**config.mk**
```make
export PLATFORM = sky130hd
export DESIGN_NAME = nor_cmd_seq
export DESIGN_NICKNAME = d
export VERILOG_FILES = /design/src/rtl/nor_cmd_seq.sv
export SDC_FILE = /design/constraint.sdc
export NUM_CORES = 1
export LEC_CHECK = 0
export ABC_CLOCK_PERIOD_IN_PS = 8700
export CORE_MARGIN = 2
export CORE_UTILIZATION = 51
export DETAILED_ROUTE_END_ITERATION = 12
export HOLD_SLACK_MARGIN = 0.08
export MAX_ROUTING_LAYER = met4
export PLACE_DENSITY = 0.85
export SYNTH_ARGS = -nofsm -noshare
export SYNTH_HDL_FRONTEND = slang
export SYNTH_SLANG_ARGS = --single-unit
```
**constraint.sdc**
```tcl
create_clock -name clk -period 8.7 [get_ports clk]
set_clock_uncertainty 0.1 [all_clocks]
set_input_delay 1.305 -clock clk [delete_from_list [all_inputs] [get_ports clk]]
set_output_delay 1.305 -clock clk [all_outputs]
set_load 0.02 [all_outputs]
```
**src/rtl/nor_cmd_seq.sv**
```systemverilog
module nor_cmd_seq #(
  parameter int AW        = 20,
  parameter int SECT_BITS = 8,
  parameter int TW        = 16
) (
  input  logic          clk,
  input  logic          rst_n,
  input  logic          req_valid,
  output logic          req_ready,
  input  logic [2:0]    req_op,
  input  logic [AW-1:0] req_addr,
  input  logic [31:0]   req_data,
  input  logic [TW-1:0] tmo_limit,
  output logic          done,
  output logic [1:0]    result,
  output logic          locked,
  output logic [AW-1:0] fl_addr,
  output logic [31:0]   fl_wdata,
  output logic          fl_we,
  output logic          fl_re,
  input  logic [31:0]   fl_rdata
);
  localparam logic [2:0] OP_PROG   = 3'd0;
  localparam logic [2:0] OP_ERASE  = 3'd1;
  localparam logic [2:0] OP_LOCK   = 3'd2;
  localparam logic [2:0] OP_UNLOCK = 3'd3;
  localparam logic [2:0] OP_QUERY  = 3'd4;
  localparam logic [31:0] LOCK_MASK = 32'h0001_0001;

  typedef enum logic [2:0] {S_IDLE, S_PRE, S_SETUP, S_POLL, S_SUSP, S_IDRD, S_TAIL, S_FIN} st_t;

  st_t           st;
  logic [2:0]    op_q, step, nsteps;
  logic [AW-1:0] tgt;
  logic [31:0]   dat, cmd;
  logic [TW-1:0] tcnt;
  logic [TW:0]   tnext;
  logic          err_q, lock_q, done_q, last;
  logic [1:0]    res_q;
  logic          rdy, pfail, rb_lock, rb_mixed;
  logic [31:0]   rb;

  function automatic logic [31:0] rep(input logic [7:0] b);
    return {8'h00, b, 8'h00, b};
  endfunction

  always_comb begin
    cmd    = rep(8'hFF);
    nsteps = 3'd1;
    if (st == S_SETUP) begin
      case (op_q)
        OP_PROG: begin
          nsteps = 3'd4;
          case (step)
            3'd0:    cmd = rep(8'h50);
            3'd1:    cmd = rep(8'hFF);
            3'd2:    cmd = rep(8'h40);
            default: cmd = dat;
          endcase
        end
        OP_ERASE: begin
          nsteps = 3'd3;
          case (step)
            3'd0:    cmd = rep(8'h50);
            3'd1:    cmd = rep(8'h20);
            default: cmd = rep(8'hD0);
          endcase
        end
        OP_LOCK, OP_UNLOCK: begin
          nsteps = 3'd5;
          case (step)
            3'd0:    cmd = rep(8'hFF);
            3'd1:    cmd = rep(8'h60);
            3'd2:    cmd = (op_q == OP_LOCK) ? rep(8'h01) : rep(8'hD0);
            3'd3:    cmd = rep(8'hFF);
            default: cmd = rep(8'h90);
          endcase
        end
        default: cmd = rep(8'h90);
      endcase
    end else if (st == S_TAIL && op_q == OP_PROG) begin
      nsteps = 3'd2;
      cmd    = (step == 3'd0) ? rep(8'h50) : rep(8'hFF);
    end else if (st == S_SUSP) begin
      cmd = rep(8'hB0);
    end
  end

  assign last      = (step == nsteps - 3'd1);
  assign fl_we     = (st == S_SETUP) || (st == S_SUSP) || (st == S_TAIL);
  assign fl_re     = (st == S_PRE) || (st == S_POLL) || (st == S_IDRD);
  assign fl_addr   = (st == S_IDRD) ? (tgt | AW'(2)) : tgt;
  assign fl_wdata  = fl_we ? cmd : 32'h0;
  assign req_ready = (st == S_IDLE);
  assign done      = done_q;
  assign result    = res_q;
  assign locked    = lock_q;

  assign rdy      = fl_rdata[7] & fl_rdata[23];
  assign pfail    = fl_rdata[4] | fl_rdata[20];
  assign rb       = fl_rdata & LOCK_MASK;
  assign rb_lock  = (rb != 32'h0);
  assign rb_mixed = rb_lock && (rb != LOCK_MASK);
  assign tnext    = {1'b0, tcnt} + {{TW{1'b0}}, 1'b1};

  always_ff @(posedge clk or negedge rst_n) begin
    if (!rst_n) begin
      st     <= S_IDLE;
      op_q   <= 3'd0;
      step   <= 3'd0;
      tgt    <= '0;
      dat    <= 32'h0;
      tcnt   <= '0;
      err_q  <= 1'b0;
      lock_q <= 1'b0;
      done_q <= 1'b0;
      res_q  <= 2'd0;
    end else begin
      done_q <= 1'b0;
      case (st)
        S_IDLE: if (req_valid) begin
          op_q   <= req_op;
          dat    <= req_data;
          step   <= 3'd0;
          tcnt   <= '0;
          err_q  <= 1'b0;
          lock_q <= 1'b0;
          tgt    <= (req_op == OP_PROG) ? req_addr
                                        : {req_addr[AW-1:SECT_BITS], {SECT_BITS{1'b0}}};
          if (req_op == OP_PROG) st <= S_PRE;
          else if (req_op <= OP_QUERY) st <= S_SETUP;
          else begin
            res_q <= 2'd1;
            st    <= S_FIN;
          end
        end
        S_PRE: begin
          if ((fl_rdata & dat) != dat) begin
            res_q <= 2'd2;
            st    <= S_FIN;
          end else st <= S_SETUP;
        end
        S_SETUP: begin
          if (last) begin
            step <= 3'd0;
            st   <= (op_q <= OP_ERASE) ? S_POLL : S_IDRD;
          end else step <= step + 3'd1;
        end
        S_POLL: begin
          if (rdy) begin
            err_q <= err_q | ((op_q == OP_PROG) & pfail);
            st    <= S_TAIL;
          end else if (tnext >= {1'b0, tmo_limit}) begin
            err_q <= 1'b1;
            st    <= S_SUSP;
          end else tcnt <= tnext[TW-1:0];
        end
        S_SUSP: st <= S_TAIL;
        S_IDRD: begin
          lock_q <= rb_lock;
          err_q  <= rb_mixed || (op_q == OP_LOCK && !rb_lock) ||
                    (op_q == OP_UNLOCK && rb_lock);
          st     <= S_TAIL;
        end
        S_TAIL: begin
          if (last) begin
            step   <= 3'd0;
            res_q  <= err_q ? 2'd1 : 2'd0;
            done_q <= 1'b1;
            st     <= S_IDLE;
          end else step <= step + 3'd1;
        end
        default: begin
          done_q <= 1'b1;
          st     <= S_IDLE;
        end
      endcase
    end
  end
endmodule

```
=== Word level (Yosys, flattened, before mapping) ===
Cells that the tools add are included.

* Bits in registers: 82
* Output and inout port bits: 59

* Reduce and logical (&&, ||, !) cells: 33
* Equality and inequality tests: 24
* Magnitude comparators: 3
* Add/sub/neg operators: 3
* Muxes and demuxes: 46
* Bitwise gates (word level): 5

{| class="wikitable"
|+ Operator list
! cell !! number
|-
| case mux 32 bit (3 select lines) || 2
|-
| two-way mux 24 bit || 3
|-
| case mux 24 bit (3 select lines) || 1
|-
| two-way mux 32 bit || 2
|-
| two-way mux 16 bit || 3
|-
| case mux 24 bit (2 select lines) || 1
|-
| two-way mux 3 bit || 12
|-
| AND 32 bit || 1
|-
| inequality test 32 bit || 1
|-
| case mux 16 bit (2 select lines) || 1
|-
| nonzero test 32 bit || 1
|-
| two-way mux 23 bit || 1
|-
| equality test 3 x 2 -> 1 bit (second input constant) || 6
|-
| case mux 3 bit (6 select lines) || 1
|-
| adder 16 x 1 -> 17 bit (second input constant) || 1
|-
| >= comparator 17 x 16 -> 1 bit || 1
|-
| inequality test 2 bit (second input constant) || 8
|-
| two-way mux 2 bit || 7
|-
| zero test 3 bit || 4
|-
| equality test 3 x 1 -> 1 bit (second input constant) || 3
|-
| equality test 3 bit (second input constant) || 3
|-
| case mux 3 bit (3 select lines) || 1
|-
| two-way mux 8 bit || 1
|-
| AND reduction 4 bit || 2
|-
| other kinds (24) || 47
|}

=== Depth between registers and ports, before layout ===
* Depth in word-level cells: 8
* Depth in mapped cells: 15
* Mapped depth without buffers: 13

=== Worst setup path before layout ===
No wires, ideal clock.

* Path kind: flip-flop to output port
* Start: register op_q[0]
* End: output port fl_wdata[12]
* Path buffers: 3
* Required time: 7.295 ns
* Data arrival time: 2.014 ns
* Setup slack: 5.281 ns
* Cell stages (with the launch flop): 6
* Cell sequence: dfrtp_1 -> clkbuf_1 -> or3_1 -> clkbuf_1 -> buf_1 -> nor4_1

* Longest elaborated chain between the ends: 5
* Elaborated cells between the ends (all ways): 10
* Those cells by class: eq/ne (3); mux (4); reduce/logical (3)

{| class="wikitable"
|+ RTL lines
! element !! line !! RTL
|-
| from (decl) || 33 || <nowiki>logic [2:0] op_q, step, nsteps;</nowiki>
|-
| from (signal assigned) || 122 || <nowiki>op_q <= req_op;</nowiki>
|-
| equality test 3 x 2 -> 1 bit or zero test 3 bit (tied branches) || 51, 81 ||
|-
| OR reduction 2 bit or logical AND 1 bit (tied branches) || 51, 81 ||
|-
| case mux 32 bit (3 select lines) or two-way mux 24 bit (tied branches) || 51, 81 ||
|-
| two-way mux 32 bit (*) || 50 || <nowiki>if (st == S_SETUP) begin</nowiki>
|-
| two-way mux 32 bit (*) || 93 || <nowiki>assign fl_wdata = fl_we ? cmd : 32'h0;</nowiki>
|-
| to (decl) || 18 || <nowiki>output logic [31:0] fl_wdata,</nowiki>
|}

Mark *: on every way between the ends. The rest lies on a longest branch, timed or not.

=== Worst setup path in the final report ===
* Start: register step[0]
* End: output port fl_wdata[23]

* Longest elaborated chain between the ends: 6
* Elaborated cells between the ends (all ways): 13
* Those cells by class: eq/ne (3); mux (8); reduce/logical (2)

{| class="wikitable"
|+ RTL lines
! element !! line !! RTL
|-
| from (decl) || 33 ||
|-
| from (signal assigned) || 147 || <nowiki>end else step <= step + 3'd1;</nowiki>
|-
| from (signal assigned) || 171 || <nowiki>end else step <= step + 3'd1;</nowiki>
|-
| equality test 3 x 2 -> 1 bit or zero test 3 bit (tied branches) || 71, 54, 63 ||
|-
| OR reduction 2 bit (no line) || -- ||
|-
| case mux 24 bit (3 select lines) || 71 || <nowiki>case (step)</nowiki>
|-
| case mux 32 bit (3 select lines) || 51 || <nowiki>case (op_q)</nowiki>
|-
| two-way mux 32 bit (*) || 50 ||
|-
| two-way mux 32 bit (*) || 93 ||
|}

Marks and branches as above.

==> results_dict.tcl <==
set metrics [dict create \
    ctsResizeCount 0 \
    seq_area_um2 2052 \
    synth.cell_area_um2 5206 \
    netlist.area_leader.share 0.3941 \
    synthTopCellsByArea "dfrtp_1, mux2_2, ha_1" \
    post-route-period-util 0.5802 \
    die_w_um 105.0 \
    max-slew-margin-rel 0.2426 \
    ir_worst_vdd_uv 294.4 \
    drt_iter0_drc 397 \
    place_congestion 0.9660 \
    firstDrtPassIters 5 \
    hold_viol 0 \
    fill_cells 793 \
    cts_root_buffer "clkbuf_8" \
    arrival_ns 3.64 \
    dpl_worst_slack_ns 4.191 \
    syn_nets 707 \
    max_cap_viol_count 0 \
    ios 165 \
    fp.dieH_um 105.0 \
    cpMaxStageDelayCell "nor2_2" \
    fin_hold_ws_ns 0.3824 \
    grt_overflow 0 \
    ys_types 58 \
    diodes 0 \
    grt.total_usage 0.2845 \
    slowest_delay_ns 0.86 \
    synth_cells 576 \
    grt_pass1_vias 4891 \
    synthArstFlopShare 1.000 \
    antenna_found_initial 0 \
    clockBufferDepth 2 \
    hold_buffers 0 \
    ys.flop_type "dfrtp_1" \
    crit_type "reg -> out" \
    cts_tree "done" \
    status "complete, no violations" \
    cts_setup_buffers 0 \
    multi_input_area_um2 2694 \
    worstMarginPinSlew_ns 1.135 \
    r2r_slack_ns 4.67 \
    coreArea_um2 9819 \
    clkSlewWorstSetupHoldPaths_ns 0.08 \
    rows 36 \
    drc_errors 0 \
    drive_above_1_share 0.1062 \
    design.die.area_um2 11030 \
    layout.nets 832 \
    end_kind "primary output" \
    synth-seq-cells 82 \
    htree_num_levels 3 \
    start_util 0.5302 \
    final_max_slew_viol_count 0 \
    numCtsBuffers 9 \
    viasPerCell 5.713 \
    clock.fmax_mhz 198.1 \
    worstSkewPairLatency_ns 0.36 \
    synth_top_cell_by_area "dfrtp_1" \
    io_buffer_count 164 \
    yosysWarnings 0 \
    synth_edf_count 0 \
    detail_route.wl_per_cell_um 17.93 \
    layout_min_cycle_time_ns 5.047 \
    fin_ws_ns 3.653 \
    rsz0062_at_grt "no" \
    area_growth_pct 32.85 \
    required_ns 7.30 \
    cts.sinks 82 \
    worstHoldPathType "reg -> reg" \
    power.leakage_uw 0.003022 \
    tns_ns 0 \
    wirelength_mm 15.04 \
    syn_avg_cell_area_um2 9.039 \
    worstPathMaxFanout 29 \
    antenna_left 0 \
    vias 4793 \
    path_cells "inv_1 > ha_1 > nor3_1 > nor2_2 > a21oi_1 > o21ai_0 > a21oi_1 > clkdlybuf4s50_1" \
    powerDensity_nw_per_um2 314.7 \
    startpoint_type "flip-flop" \
    yosysSeqAreaShare 0.3941 \
    crit_top_cell "a21oi_1" \
    p_total_uw 2177 \
    grt_max_degree 83 \
    setup_viol 0 \
    dpl.hpwl_mm 11.29 \
    grt_pass1_wl_mm 24.18 \
]
state kept, by name, summed over array words and instances (netlist names):
name and cells:
dat 32, done 1, err_q 1, locked 1
op_q 3, result 2, st 3, step 3
tcnt 16, tgt 20
power breakdown:
part,total (uW),leakage [uW],switching [uW],internal (uW)
logic,1240,0.00190,676,565
clock network,247,0.0000916,139,109
registers,688,0.00103,155,533
cell type report:
type                       instances  share of cell area
sequential                        82              0.2967
tap                              133             0.02406
clock inverter                     6            0.004703
timing repair buffer             164              0.2370
multi-input combinational        392              0.3895
clock buffer                      10             0.01990
inverter                          52             0.02822
cell usage after synthesis, types with 6 or more instances:
| master | number |
|---|---|
| xnor2_1 | 10 |
| nor4_1 | 18 |
| nand3_1 | 27 |
| o31ai_1 | 6 |
| o21ai_0 | 44 |
| mux2_2 | 46 |
| clkbuf_1 | 27 |
| a21oi_1 | 29 |
| dfrtp_1 | 82 |
| xor2_1 | 7 |
| ha_1 | 25 |
| nand2_1 | 51 |
| nor3_1 | 10 |
| inv_1 | 52 |
| o22ai_1 | 13 |
| buf_4 | 19 |
| nor2_1 | 25 |
| nand2b_1 | 13 |
layout by cell type (no fill, tap or decap), types with 2 or more instances in the layout:
cell and instances:
xnor2_1 10, nand2_1 50, clkdlybuf4s50_1 163, o21a_1 5, o22ai_1 13, and3_1 2, dfrtp_1 82, o31a_1 3
clkinv_2 5, mux2_2 46, a31oi_1 2, clkbuf_8 10, o31ai_1 6, o211ai_1 2, and2_1 5, nand2b_1 13
a211o_1 2, inv_1 52, xor2_1 7, o21ai_0 44, or4_1 2, o22a_1 3, a21o_1 4, or2_2 2
nor2b_1 5, nor4_1 18, ha_1 25, nor3_1 10, nor2_1 24, o2111ai_1 4, a21oi_1 29, nand4_1 4
nand3_1 27
stage by stage:
step / instances / utilization / instance area (um^2)
floorplan: 576 / - / 5206
global placement: 823 / 0.6871 / 6746
detailed placement: 823 / 0.6871 / 6746
CTS: 839 / 0.7044 / 6917
global route: 839 / 0.7044 / 6917
finish: 839 / 0.7044 / 6917
kinds of logic (layout without fill, tap and decap cells):
kind of cell / after synthesis / after routing / synth area share
mux: 48 / 48 / 0.1043
simple gates: 176 / 176 / 0.1730
compound gates: 126 / 126 / 0.1495
fa+ha+maj: 25 / 25 / 0.06008
xor+xnor: 17 / 17 / 0.02860
flops: 82 / 82 / 0.3941
buf+inv: 102 / 232 / 0.09036
layer usage:
metal  track usage  share of wire  vias to the layer above  routed length, um
li1              -              -                     2248                  -
met1        0.3248           0.38                     2276               5783
met2        0.4861           0.50                      241               7535
met3       0.08235          0.093                       28               1400
met4       0.08286          0.021                        0                321
met5             -              0                        -                  0
path summary, 6_finish.rpt:
check / start / end / depth (start not counted)
worst min register to register: tgt[3]$_DFFE_PN0P_ / tgt[3]$_DFFE_PN0P_ / 2
worst max register to register: tcnt[0]$_DFFE_PN0P_ / tcnt[5]$_DFFE_PN0P_ / 12
worst min-delay path: tgt[3]$_DFFE_PN0P_ / tgt[3]$_DFFE_PN0P_ / 2
min in group asynchronous: rst_n / tgt[16]$_DFFE_PN0P_ / 1
max in group asynchronous: rst_n / result[1]$_DFFE_PN0P_ / 1
worst max-delay path: step[0]$_DFFE_PN0P_ / fl_wdata[23] / 8
critical path, delay by kind of cell (launching register included):
family          cells  cell delay (ns)
simple gates        2             0.96
compound gates      3             0.89
buf+inv             2             0.72
flops               1             0.45
fa+ha+maj           1             0.26
Power figures use the tool's default switching activity.
